<file path="config.mk">
export PLATFORM = sky130hd
export DESIGN_NAME = btm_trace_gen
export DESIGN_NICKNAME = d
export VERILOG_FILES = /design/src/rtl/btm_pkg.sv /design/src/rtl/btm_addr_comp.sv /design/src/rtl/btm_icount.sv /design/src/rtl/btm_out_reg.sv /design/src/rtl/btm_trace_gen.sv
export SDC_FILE = /design/constraint.sdc
export NUM_CORES = 1
export LEC_CHECK = 0
export ABC_AREA = 0
export CAP_MARGIN = 0
export CORE_AREA = 2 2 103 105
export CTS_BUF_LIST = sky130_fd_sc_hd__clkbuf_8 sky130_fd_sc_hd__clkbuf_16
export CTS_CLUSTER_SIZE = 14
export DETAILED_ROUTE_END_ITERATION = 10
export DIE_AREA = 0 0 105 107
export GPL_TIMING_DRIVEN = 0
export HOLD_SLACK_MARGIN = 0.02
export PLACE_DENSITY = 0.89
export SYNTH_ARGS = -nofsm -noshare
export SYNTH_HDL_FRONTEND = slang
export SYNTH_HIERARCHICAL = 1
export SYNTH_SLANG_ARGS = --single-unit
</file>
<file path="constraint.sdc">
create_clock -name clk -period 3.39 [get_ports clk]
set_input_delay 0.678 -clock clk [delete_from_list [all_inputs] [get_ports clk]]
set_output_delay 0.678 -clock clk [all_outputs]
set_load 0.005 [all_outputs]
</file>
<file path="src/rtl/btm_pkg.sv">
package btm_pkg;
  typedef enum logic [5:0] {
    BTM_DIR      = 6'h03,
    BTM_IND      = 6'h04,
    BTM_DIR_SYNC = 6'h0B,
    BTM_IND_SYNC = 6'h0C,
    BTM_RES_FULL = 6'h1B
  } btm_code_e;
endpackage

</file>
<file path="src/rtl/btm_addr_comp.sv">
module btm_addr_comp #(
  parameter int AW = 32,
  parameter int LW = $clog2(AW + 1)
) (
  input  logic [AW-1:0] dest,
  input  logic [AW-1:0] last,
  input  logic          full,
  output logic [AW-1:0] addr,
  output logic [LW-1:0] alen
);
  logic [AW-1:0] delta;
  logic [LW-1:0] top_bit;

  assign delta = dest ^ last;

  always_comb begin
    top_bit = '0;
    for (int i = 0; i < AW; i++) begin
      if (delta[i]) top_bit = LW'(i + 1);
    end
  end

  assign addr = full ? dest : delta;
  assign alen = full ? LW'(AW) : top_bit;

  always_comb begin
    a_len_range_r3: assert (alen <= LW'(AW));
  end
endmodule

</file>
<file path="src/rtl/btm_icount.sv">
module btm_icount #(
  parameter int CW = 8
) (
  input  logic          clk,
  input  logic          rst,
  input  logic          clear,
  input  logic          step,
  output logic [CW-1:0] cnt_next,
  output logic          at_limit
);
  localparam logic [CW-1:0] LIMIT = {CW{1'b1}};
  logic [CW-1:0] cnt_q;

  always_ff @(posedge clk) begin
    if (rst || clear) cnt_q <= '0;
    else if (step)    cnt_q <= cnt_q + 1'b1;
  end

  assign cnt_next = cnt_q + 1'b1;
  assign at_limit = (cnt_next == LIMIT);

  p_cnt_below_max_r8: assert property (@(posedge clk) disable iff (rst)
    cnt_q != LIMIT);
  p_clear_wins_r11: assert property (@(posedge clk) disable iff (rst)
    clear |=> cnt_q == '0);
endmodule

</file>
<file path="src/rtl/btm_out_reg.sv">
module btm_out_reg #(
  parameter int AW = 32,
  parameter int LW = $clog2(AW + 1)
) (
  input  logic          clk,
  input  logic          rst,
  input  logic          load,
  input  logic [5:0]    in_code,
  input  logic [7:0]    in_icnt,
  input  logic [AW-1:0] in_addr,
  input  logic [LW-1:0] in_alen,
  input  logic          in_lost,
  input  logic          ready,
  output logic          stall,
  output logic          valid,
  output logic [5:0]    code,
  output logic [7:0]    icnt,
  output logic [AW-1:0] addr,
  output logic [LW-1:0] alen,
  output logic          lost
);
  assign stall = valid & ~ready;

  always_ff @(posedge clk) begin
    if (rst) begin
      valid <= 1'b0;
      code  <= '0;
      icnt  <= '0;
      addr  <= '0;
      alen  <= '0;
      lost  <= 1'b0;
    end else if (load && !stall) begin
      valid <= 1'b1;
      code  <= in_code;
      icnt  <= in_icnt;
      addr  <= in_addr;
      alen  <= in_alen;
      lost  <= in_lost;
    end else if (valid && ready) begin
      valid <= 1'b0;
    end
  end

  p_hold_when_stalled_r9: assert property (@(posedge clk) disable iff (rst)
    (valid && !ready) |=> (valid && $stable(code) && $stable(icnt) &&
                           $stable(addr) && $stable(alen) && $stable(lost)));
endmodule

</file>
<file path="src/rtl/btm_trace_gen.sv">
module btm_trace_gen #(
  parameter int AW = 32,
  parameter int LW = $clog2(AW + 1)
) (
  input  logic          clk,
  input  logic          rst,
  input  logic          trc_en,
  input  logic          sync_req,
  input  logic          ret_valid,
  input  logic [AW-1:0] ret_pc,
  input  logic          ret_taken,
  input  logic          ret_indirect,
  input  logic          ret_exc,
  input  logic          msg_ready,
  output logic          msg_valid,
  output logic [5:0]    msg_code,
  output logic [7:0]    msg_icnt,
  output logic [AW-1:0] msg_addr,
  output logic [LW-1:0] msg_alen,
  output logic          msg_lost
);
  import btm_pkg::*;

  logic          en_d, pend_q, lost_q;
  logic [AW-1:0] last_q;
  logic          rv, disc, due, is_res, sync_now, en_rise, stall;
  logic [7:0]    cnt_next;
  logic          at_limit;
  logic [AW-1:0] cmp_addr, new_addr;
  logic [LW-1:0] cmp_alen, new_alen;
  btm_code_e     new_code;

  assign rv       = ret_valid & trc_en;
  assign disc     = ret_taken | ret_exc;
  assign en_rise  = trc_en & ~en_d;
  assign sync_now = pend_q | sync_req | en_rise | ret_exc;
  assign is_res   = rv & ~disc & at_limit;
  assign due      = rv & (disc | at_limit);

  btm_icount #(.CW(8)) u_cnt (
    .clk      (clk),
    .rst      (rst),
    .clear    (~trc_en | due),
    .step     (rv & ~disc),
    .cnt_next (cnt_next),
    .at_limit (at_limit)
  );

  btm_addr_comp #(.AW(AW), .LW(LW)) u_addr (
    .dest (ret_pc),
    .last (last_q),
    .full (sync_now),
    .addr (cmp_addr),
    .alen (cmp_alen)
  );

  always_comb begin
    new_addr = cmp_addr;
    new_alen = cmp_alen;
    if (is_res) begin
      new_code = BTM_RES_FULL;
      new_addr = '0;
      new_alen = '0;
    end else if (ret_exc || ret_indirect) begin
      new_code = sync_now ? BTM_IND_SYNC : BTM_IND;
    end else begin
      new_code = sync_now ? BTM_DIR_SYNC : BTM_DIR;
      if (!sync_now) begin
        new_addr = '0;
        new_alen = '0;
      end
    end
  end

  always_ff @(posedge clk) begin
    if (rst) begin
      en_d   <= 1'b0;
      pend_q <= 1'b1;
      lost_q <= 1'b0;
      last_q <= '0;
    end else begin
      en_d <= trc_en;
      if (due && stall)                  pend_q <= 1'b1;
      else if (due && !is_res && sync_now) pend_q <= 1'b0;
      else                               pend_q <= pend_q | sync_req | en_rise;
      if (due) lost_q <= stall;
      if (rv && disc) last_q <= ret_pc;
    end
  end

  btm_out_reg #(.AW(AW), .LW(LW)) u_out (
    .clk     (clk),
    .rst     (rst),
    .load    (due),
    .in_code (new_code),
    .in_icnt (cnt_next),
    .in_addr (new_addr),
    .in_alen (new_alen),
    .in_lost (lost_q),
    .ready   (msg_ready),
    .stall   (stall),
    .valid   (msg_valid),
    .code    (msg_code),
    .icnt    (msg_icnt),
    .addr    (msg_addr),
    .alen    (msg_alen),
    .lost    (msg_lost)
  );

  p_direct_no_addr_r2: assert property (@(posedge clk) disable iff (rst)
    (msg_valid && msg_code == BTM_DIR) |-> (msg_alen == '0 && msg_addr == '0));
  p_sync_full_len_r4: assert property (@(posedge clk) disable iff (rst)
    (msg_valid && (msg_code == BTM_DIR_SYNC || msg_code == BTM_IND_SYNC))
      |-> msg_alen == LW'(AW));
  p_lost_is_sync_r10: assert property (@(posedge clk) disable iff (rst)
    (msg_valid && msg_lost && msg_code != BTM_RES_FULL)
      |-> (msg_code == BTM_DIR_SYNC || msg_code == BTM_IND_SYNC));
  p_exc_is_sync_r6: assert property (@(posedge clk) disable iff (rst)
    (ret_valid && trc_en && ret_exc && !(msg_valid && !msg_ready))
      |=> (msg_valid && msg_code == BTM_IND_SYNC && msg_addr == $past(ret_pc)));
  p_quiet_when_off_r11: assert property (@(posedge clk) disable iff (rst)
    (!trc_en && !msg_valid) |=> !msg_valid);
endmodule

</file>
==> summary.md, run 1 <==
| Metric | Value |
|---|---|
| Ant. Diodes | 0 |
| Leakage | around 2.4 nW |
| Startpoint types | flop |
| Hold Path Cell Cnt | 2 |
| Reg power frac | 0.515 |
| Highest clock rate | 0.348 GHz |
| Reg2reg setup slack | ~0.52 ns |
| Cts bufs inserted | 9 |
| Share of the synthesized area in the top cell type | 0.336 |
| Final slew viol count | 0 |
| Xor and xnor area share after synthesis | 0.123 |
| DRT Pass-1 Iters | 6 |
| Post-Syn Area | 5780 um2 |
| Reg2reg end | u_out/addr[22]$_SDFFE_PP0P_ |
| Max clock buf depth | 2 |
| Max incr delay on CP | slightly above 0.6 ns |
| Slew @ Worst Pin | between 0.7 and 0.8 ns |
| Row cnt | 37 |
| Later-pin clock latency in the skew report | 0.37 ns |
| IO buf count | between 90 and 100 |
| Gpl congestion | approximately 0.92 |
| Synth top area cells | dfxtp_1, nand2b_1, mux2i_1, xnor2_1, nand2_1 |
| Crit-path most repeated cell | nor3b_1 |
| Most frequent cells in the layout | nand2b_1, dfxtp_1, clkdlybuf4s50_1 |
| Drt initial violations | between 300 and 400 |
| CTS tree | built |
| VDD IR max | about 0.00019 V |
| Setup tns final | 0 ns |
| Final period utilization | 0.848 |
| Initial antenna violation count | 0 |
| Post-Syn Area per Cell | between 8 and 9 um2 |
| CTS sink count | 97 |
| Drt wl/cell | 15.3 um |
| Final nets | between 800 and 900 |
| Commonest non-fill, non-tap cell in the layout | nand2b_1 |
| Hold Vio Cnt, Final | 0 |
| Largest family of logic cells by synthesized area | simple AND/OR/NAND/NOR gates |
| Core ar. | between 10,000 and 15,000 um2 |
| Filler Cell Count | slightly above 800 |
| Syn Nets | between 700 and 800 |
| Clk pin slew, worst setup/hold paths | ~0.1 ns |
| Clock power share | 0.304 |
| Worst Path Max Fanout | 10 |
| Synth Area in Simple Gates | 0.311 |
| Gate power share | 0.181 |
| DP HPWL | between 10,000 and 15,000 um |
| Width of the die | around 110 um |
| EDFF count, synth | 0 |
| Total congestion overflow | 0 |
| Rel. slew slack | 0.515 |
| Final Util | 0.700 |
| Adder-Cell Fraction of Synth Area | 0.00433 |
| R2R Path Start | u_cnt/cnt_q[0]$_SDFFE_PP0P_ |
| Seq cells post-synth | 97 |
| Clk root buf | clkbuf_8 |
| Vias/cell | approximately 5.4 |
| Die Area | between 10,000 and 15,000 um2 |
| # Max-Cap Violations | 0 |
| First-pass GRT wire length | roughly 23,000 um |
| Antenna Nets Post-Route | 0 |
| Crit path arrival time | roughly 3.1 ns |
| Starting Density | 0.573 |
| Setup-failing EPs final | 0 |
| Share of layout cells above drive strength 1 | 0.0579 |
| HP Start | lost_q$_SDFFE_PP0P_ |
| Yosys warns | 6 |
| NetSw | 0.000646 W |
| DR vias | between 4,000 and 5,000 |
| Hold worst-path end | lost_q$_SDFFE_PP0P_ |
| Crit path kind | reg2reg |
| Worst setup EP type | flop |
| Area grow syn2layout | 22.2% |
| Number of global-route vias before repair | around 4,900 |
| CTS resizes | 0 |
| Ys async rst share | 0 |
| Area leader, netlist | dfxtp_1 |
| RSZ-0062 raised after global routing | false |
| Sw Share | 0.275 |
| Tmin final | between 2 and 3 ns |
| Hold crit path type | reg2reg |
| Setup Buffers After CTS | 0 |
| Skew final | ~0.013 ns |
| Post-CTS Hold Buffers | 0 |
| Seq/Total Area, Yosys | 0.336 |
| # IOs | 95 |
| Distinct cells, synth | 52 |
| Pwr Density | 333 nW/um2 |
| Worst setup startpoint | u_cnt/cnt_q[0]$_SDFFE_PP0P_ |
| Synth Instances | between 600 and 700 |
| Ys flop type | dfxtp_1 |
| Status | finished clean |
| Mux cell area share after synthesis | 0.0917 |
| CP cell instances | ha_1 -> xor2_1 -> nand3_1 -> nor3b_1 -> nor4b_2 -> clkbuf_1 -> nor3b_1 -> nand2b_1 -> mux2i_1 |
| # DRC | 0 |
| Total Routing Usage GR | 0.260 |
| Slowest-stage cell, CP | nor4b_2 |
| Wirelength, routed | around 14,000 um |
| Compound-Gate Fraction of Synth Area | 0.0792 |
| FF-to-FF path depth | 9 |
| Largest net degree at the start of global routing | 16 |
| Required @ worst endpoint | 3.66 ns |
| Int Power | 0.00171 W |
| Die H | 107 um |
| H-tree depth | 3 |
[routing by layer]
layer | GRT usage | part of all wire | vias to the layer above
li1 | - | - | 2418
met1 | 0.330 | 0.44 | 2307
met2 | 0.436 | 0.48 | 181
met3 | 0.0468 | 0.059 | 22
met4 | 0.106 | 0.022 | 0
met5 | 0 | 0 | -
[power by group through the flow]
stage	clock, W	combinational [W]	sequential, W
3_5_place_dp	0	0.000421	0.00124
6_report	0.000715	0.000426	0.00121
5_1_grt	0.000774	0.000464	0.00122
2_1_floorplan	0	0.000248	0.00123
4_1_cts	0.000732	0.000425	0.00121
3_3_place_gp	0	0.000409	0.00123
[logic make-up after synthesis]
group / Yosys count
AOI/OAI and AO/OA: 72
xor gates and xnor gates: 81
adders and majority gates: 2
buffers and inverters: 50
DFF: 97
muxes: 53
other: 1
and+or+nand+nor: 312
[worst max path at each step]
stage               cells after the start                          end  slack [ns]
detailed placement                      9   u_out/alen[0]$_SDFFE_PP0P_        0.34
global route                            9  u_out/addr[12]$_SDFFE_PP0P_        0.28
finish                                  9  u_out/addr[22]$_SDFFE_PP0P_        0.52
CTS                                     9  u_out/addr[22]$_SDFFE_PP0P_        0.52
floorplan                              10   u_out/addr[0]$_SDFFE_PP0P_        1.20
global placement                        9   u_out/alen[0]$_SDFFE_PP0P_        0.41
[Yosys cell counts (all sizes together), types with 2 or more instances]
master	number
a2111oi	3
a211oi	4
a21oi	41
a31oi	2
buf	17
clkbuf	27
dfxtp	97
ha	2
inv	6
mux2i	53
nand2	78
nand2b	141
nand3	8
nand4	8
nor2	19
nor2b	3
nor3	3
nor3b	39
nor4	2
o211ai	2
o21ai	8
o31ai	2
or2	3
or3	4
xnor2	60
xor2	21
[critical path, delay by kind of cell (launching register included)]
kind,cells,cell delay (ns)
buffers and inverters,1,0.43
AND/OR/NAND/NOR,5,1.24
adder cells (fa/ha/maj),1,0.32
XOR/XNOR,1,0.23
flip-flops,1,0.48
multiplexers,1,0.08
[registers in the layout, indices dropped and copies added (netlist names)]
register     cells
en_d             1
last_q          32
lost_q           1
pend_q           1
u_cnt/cnt_q      8
u_out/addr      32
u_out/alen       6
u_out/code       6
u_out/icnt       8
u_out/lost       1
u_out/valid      1
[metrics by stage]
| stage | setup slack [ns] | cells | total power [W] | hold slack (ns) | cell area [um2] |
|---|---|---|---|---|---|
| floorplan | 1.20 | 668 | 0.00148 | 0.437 | 5780 |
| finish | 0.517 | 913 | 0.00235 | 0.474 | 7070 |
| global placement | 0.405 | 897 | 0.00164 | 0.451 | 6880 |
| detailed placement | 0.344 | 897 | 0.00166 | 0.455 | 6880 |
| global route | 0.284 | 913 | 0.00245 | 0.488 | 7070 |
| CTS | 0.519 | 913 | 0.00237 | 0.469 | 7070 |
[area by class of cell]
cell class	count	area, um2	area share
plain buffers	44	295	0.0418
clock buffers	11	151	0.0214
clock inverters	5	30.0	0.00425
inverters	6	22.5	0.00319
multi-input cells	521	3520	0.499
flip-flops and latches	97	1940	0.275
well taps	136	170	0.0241
repair buffers	93	931	0.132
Power figures use the tool's default switching activity.
==> inputs of run 2 (changes only) <==
--- a/config.mk
+++ b/config.mk
@@ -7,14 +7,14 @@
 export LEC_CHECK = 0
 export ABC_AREA = 0
 export CAP_MARGIN = 0
-export CORE_AREA = 2 2 103 105
+export CORE_AREA = 2 2 107 109
 export CTS_BUF_LIST = sky130_fd_sc_hd__clkbuf_8 sky130_fd_sc_hd__clkbuf_16
 export CTS_CLUSTER_SIZE = 14
 export DETAILED_ROUTE_END_ITERATION = 10
-export DIE_AREA = 0 0 105 107
+export DIE_AREA = 0 0 109 111
 export GPL_TIMING_DRIVEN = 0
 export HOLD_SLACK_MARGIN = 0.02
-export PLACE_DENSITY = 0.89
+export PLACE_DENSITY = 0.83
 export SYNTH_ARGS = -nofsm -noshare
 export SYNTH_HDL_FRONTEND = slang
 export SYNTH_HIERARCHICAL = 1
==> constraint.sdc (replaced) <==
create_clock -name clk -period 3 [get_ports clk]
set_input_delay 0.6 -clock clk [delete_from_list [all_inputs] [get_ports clk]]
set_output_delay 0.6 -clock clk [all_outputs]
set_load 0.005 [all_outputs]
==> run 2 against run 1 <==
  * Count of clock-buffer cells in the layout is 1 lower
  * Combinational power is 13% higher
  * Register-to-register slack worse by 0.24 ns
  * Critical endpoint is now u_out/addr[21]$_SDFFE_PP0P_
  * Largest cell class unchanged
  * Sequential share of layout area is 0.54 points lower
  * Clock skew is 0.0069 ns lower
==> summary.md, run 2 (same netlist as run 1, synthesis figures left out) <==
| Metric | Value |
|---|---|
| Clock power share | 0.391 (+0.087) |
| Width of the die | 109 um (+3.8%) |
| Highest clock rate | 0.367 GHz (+5.5%) |
| Slew @ Worst Pin | 0.626 ns (-0.0918 ns) |
| RSZ-0062 raised after global routing | false |
| Skew final | 0.00635 ns (-0.00695 ns) |
| Startpoint types | flop |
| Most frequent cells in the layout | nand2b_1, dfxtp_1, clkdlybuf4s50_1 |
| Finished Layout Cells | 920 (+0.77%) |
| First-pass GRT wire length | 23,200 um (-1.1%) |
| Sw Share | 0.256 (-0.0187) |
| Required @ worst endpoint | 3.24 ns (-0.42 ns) |
| Largest net degree at the start of global routing | 17 (+1) |
| VDD IR max | 0.000265 V (+41%) |
| # Max-Cap Violations | 0 (unchanged) |
| Final slew viol count | 0 (unchanged) |
| Placed instance count | 904 (+0.78%) |
| CTS sink count | 97 (unchanged) |
| Area grow syn2layout | 24.6% |
| Ant. Diodes | 0 (unchanged) |
| Die Area | 12,100 um2 (+7.7%) |
| Antenna Nets Post-Route | 0 (unchanged) |
| Leakage | 2.50 nW (+2.4%) |
| Share of layout cells above drive strength 1 | 0.0592 (+0.00129) |
| Later-pin clock latency in the skew report | 0.34 ns (-0.03 ns) |
| Worst setup startpoint | u_cnt/cnt_q[0]$_SDFFE_PP0P_ |
| Drt initial violations | 272 (-11%) |
| Biggest registers after layout | last_q: 32 flops, u_out/addr: 32 flops |
| Starting Density | 0.522 (-0.0509) |
| Die H | 111 um (+3.7%) |
| Core ar. | 11,100 um2 (+9.8%) |
| Final period utilization | 0.908 (+0.0605) |
| # DRC | 0 (unchanged) |
| Crit path kind | reg2reg |
| Setup tns final | 0 ns (unchanged) |
| Gate power share | 0.158 (-0.023) |
| Drt wl/cell | 15.1 um (-1.3%) |
| Total Routing Usage GR | 0.239 (-0.0209) |
| Post-CTS Hold Buffers | 0 (unchanged) |
| Reg power frac | 0.451 (-0.064) |
| Hold_ws | 0.472 ns (-0.00190 ns) |
| Total congestion overflow | 0 (unchanged) |
| # IOs | 95 (unchanged) |
| CTS tree | built |
| Row cnt | 39 (+5.4%) |
| Gpl congestion | 0.930 (+0.64%) |
| R2R Path Start | u_cnt/cnt_q[0]$_SDFFE_PP0P_ |
| Number of global-route vias before repair | 4,909 (+0.93%) |
| IO buf count | 93 (unchanged) |
| Crit path arrival time | 2.96 ns (-0.18 ns) |
| Setup-failing EPs final | 0 (unchanged) |
| Cts bufs inserted | 9 (unchanged) |
| DRT Pass-1 Iters | 5 (-1) |
| Hold Vio Cnt, Final | 0 (unchanged) |
| Worst Path Max Fanout | 10 (unchanged) |
| Tmin final | 2.72 ns (-0.149 ns) |
| Final Util | 0.651 (-0.0494) |
| Status | finished clean |
| Worst setup EP type | flop |
| Commonest non-fill, non-tap cell in the layout | nand2b_1 |
| Rel. slew slack | 0.577 (+0.0620) |
| Clk root buf | clkbuf_16 |
| Int Power | 0.00226 W (+32%) |
| Clk pin slew, worst setup/hold paths | 0.07 ns (-0.03 ns) |
| Final nets | 815 (unchanged) |
| Initial antenna violation count | 0 (unchanged) |
| HP Start | u_out/addr[15]$_SDFFE_PP0P_ |
| Wirelength, routed | 13,900 um (-0.52%) |
| Pwr Density | 421 nW/um2 (+26%) |
| H-tree depth | 3 (unchanged) |
| Max clock buf depth | 2 (unchanged) |
| Vias/cell | 5.32 (-1.4%) |
| NetSw | 0.000777 W (+20%) |
| DR vias | 4,898 (-0.61%) |
| DP HPWL | 10,400 um (-1.3%) |
| Hold crit path type | reg2reg |
## run 2: final timing paths
path / slack [ns] / to / cells past startpoint
worst max-delay path: 0.28 / u_out/addr[21]$_SDFFE_PP0P_ / 9
worst min-delay path: 0.47 / u_out/addr[15]$_SDFFE_PP0P_ / 2
worst max register to register: 0.28 / u_out/addr[21]$_SDFFE_PP0P_ / 9
worst min register to register: 0.47 / u_out/addr[15]$_SDFFE_PP0P_ / 2
## run 2: power groups by stage
| stage | combinational [W] | clock, W | sequential [W] |
|---|---|---|---|
| after floorplan | 0.000281 | 0 | 0.00139 |
| after global placement | 0.000462 | 0 | 0.00139 |
| after detailed placement | 0.000473 | 0 | 0.00140 |
| after CTS | 0.000477 | 0.00120 | 0.00137 |
| after global routing | 0.000521 | 0.00126 | 0.00137 |
| final | 0.000480 | 0.00118 | 0.00137 |
## run 2: what timing repair did
| item | in CTS | in global routing |
|---|---|---|
| resized for setup | 0 | 3 |
| endpoints found under the setup margin | 0 | 25 |
| setup buffers | 0 | 0 |
## run 2: layer usage
metal  GRT usage  vias up  share of wire
met5           0        -              0
met4      0.0966        0          0.025
met3      0.0317       25          0.042
met2       0.390      135           0.49
met1       0.315     2315           0.45
li1            -     2423              -
## run 2: per-stage QoR
stage                     cell area [um2]  power, W  worst slack, ns
after floorplan                      5780   0.00168            0.806
after global placement               6890   0.00186           0.0927
after detailed placement             6890   0.00187           0.0564
after CTS                            7200   0.00304            0.112
after global routing                 7210   0.00316           0.0270
final                                7210   0.00303            0.276
## run 2: area by class of cell
cell class	count	area [um2]
inverters	6	22.5
clock buffers	10	239
repair buffers	93	931
fillers	912	3870
plain buffers	44	297
multi-input cells	521	3530
well taps	143	179
flip-flops and latches	97	1940
clock inverters	6	66.3
## run 2: worst max-delay path: stages, from the launching register on
cell	delay (ns)
dfxtp_1	0.46
ha_1	0.32
xor2_1	0.22
nand3_1	0.10
nor3b_1	0.33
nor4b_4	0.50
clkbuf_1	0.40
nor3b_1	0.13
nand2b_1	0.09
mux2i_1	0.06
==> inputs of run 3 (changes only) <==
--- a/config.mk
+++ b/config.mk
@@ -6,9 +6,10 @@
 export NUM_CORES = 1
 export LEC_CHECK = 0
 export ABC_AREA = 0
-export CAP_MARGIN = 0
+export CAP_MARGIN = 15
 export CORE_AREA = 2 2 107 109
 export CTS_BUF_LIST = sky130_fd_sc_hd__clkbuf_8 sky130_fd_sc_hd__clkbuf_16
+export CTS_CLUSTER_DIAMETER = 40
 export CTS_CLUSTER_SIZE = 14
 export DETAILED_ROUTE_END_ITERATION = 10
 export DIE_AREA = 0 0 109 111
==> results of run 3 <==
Final layout, timing and power as in run 2 (identical DEF).
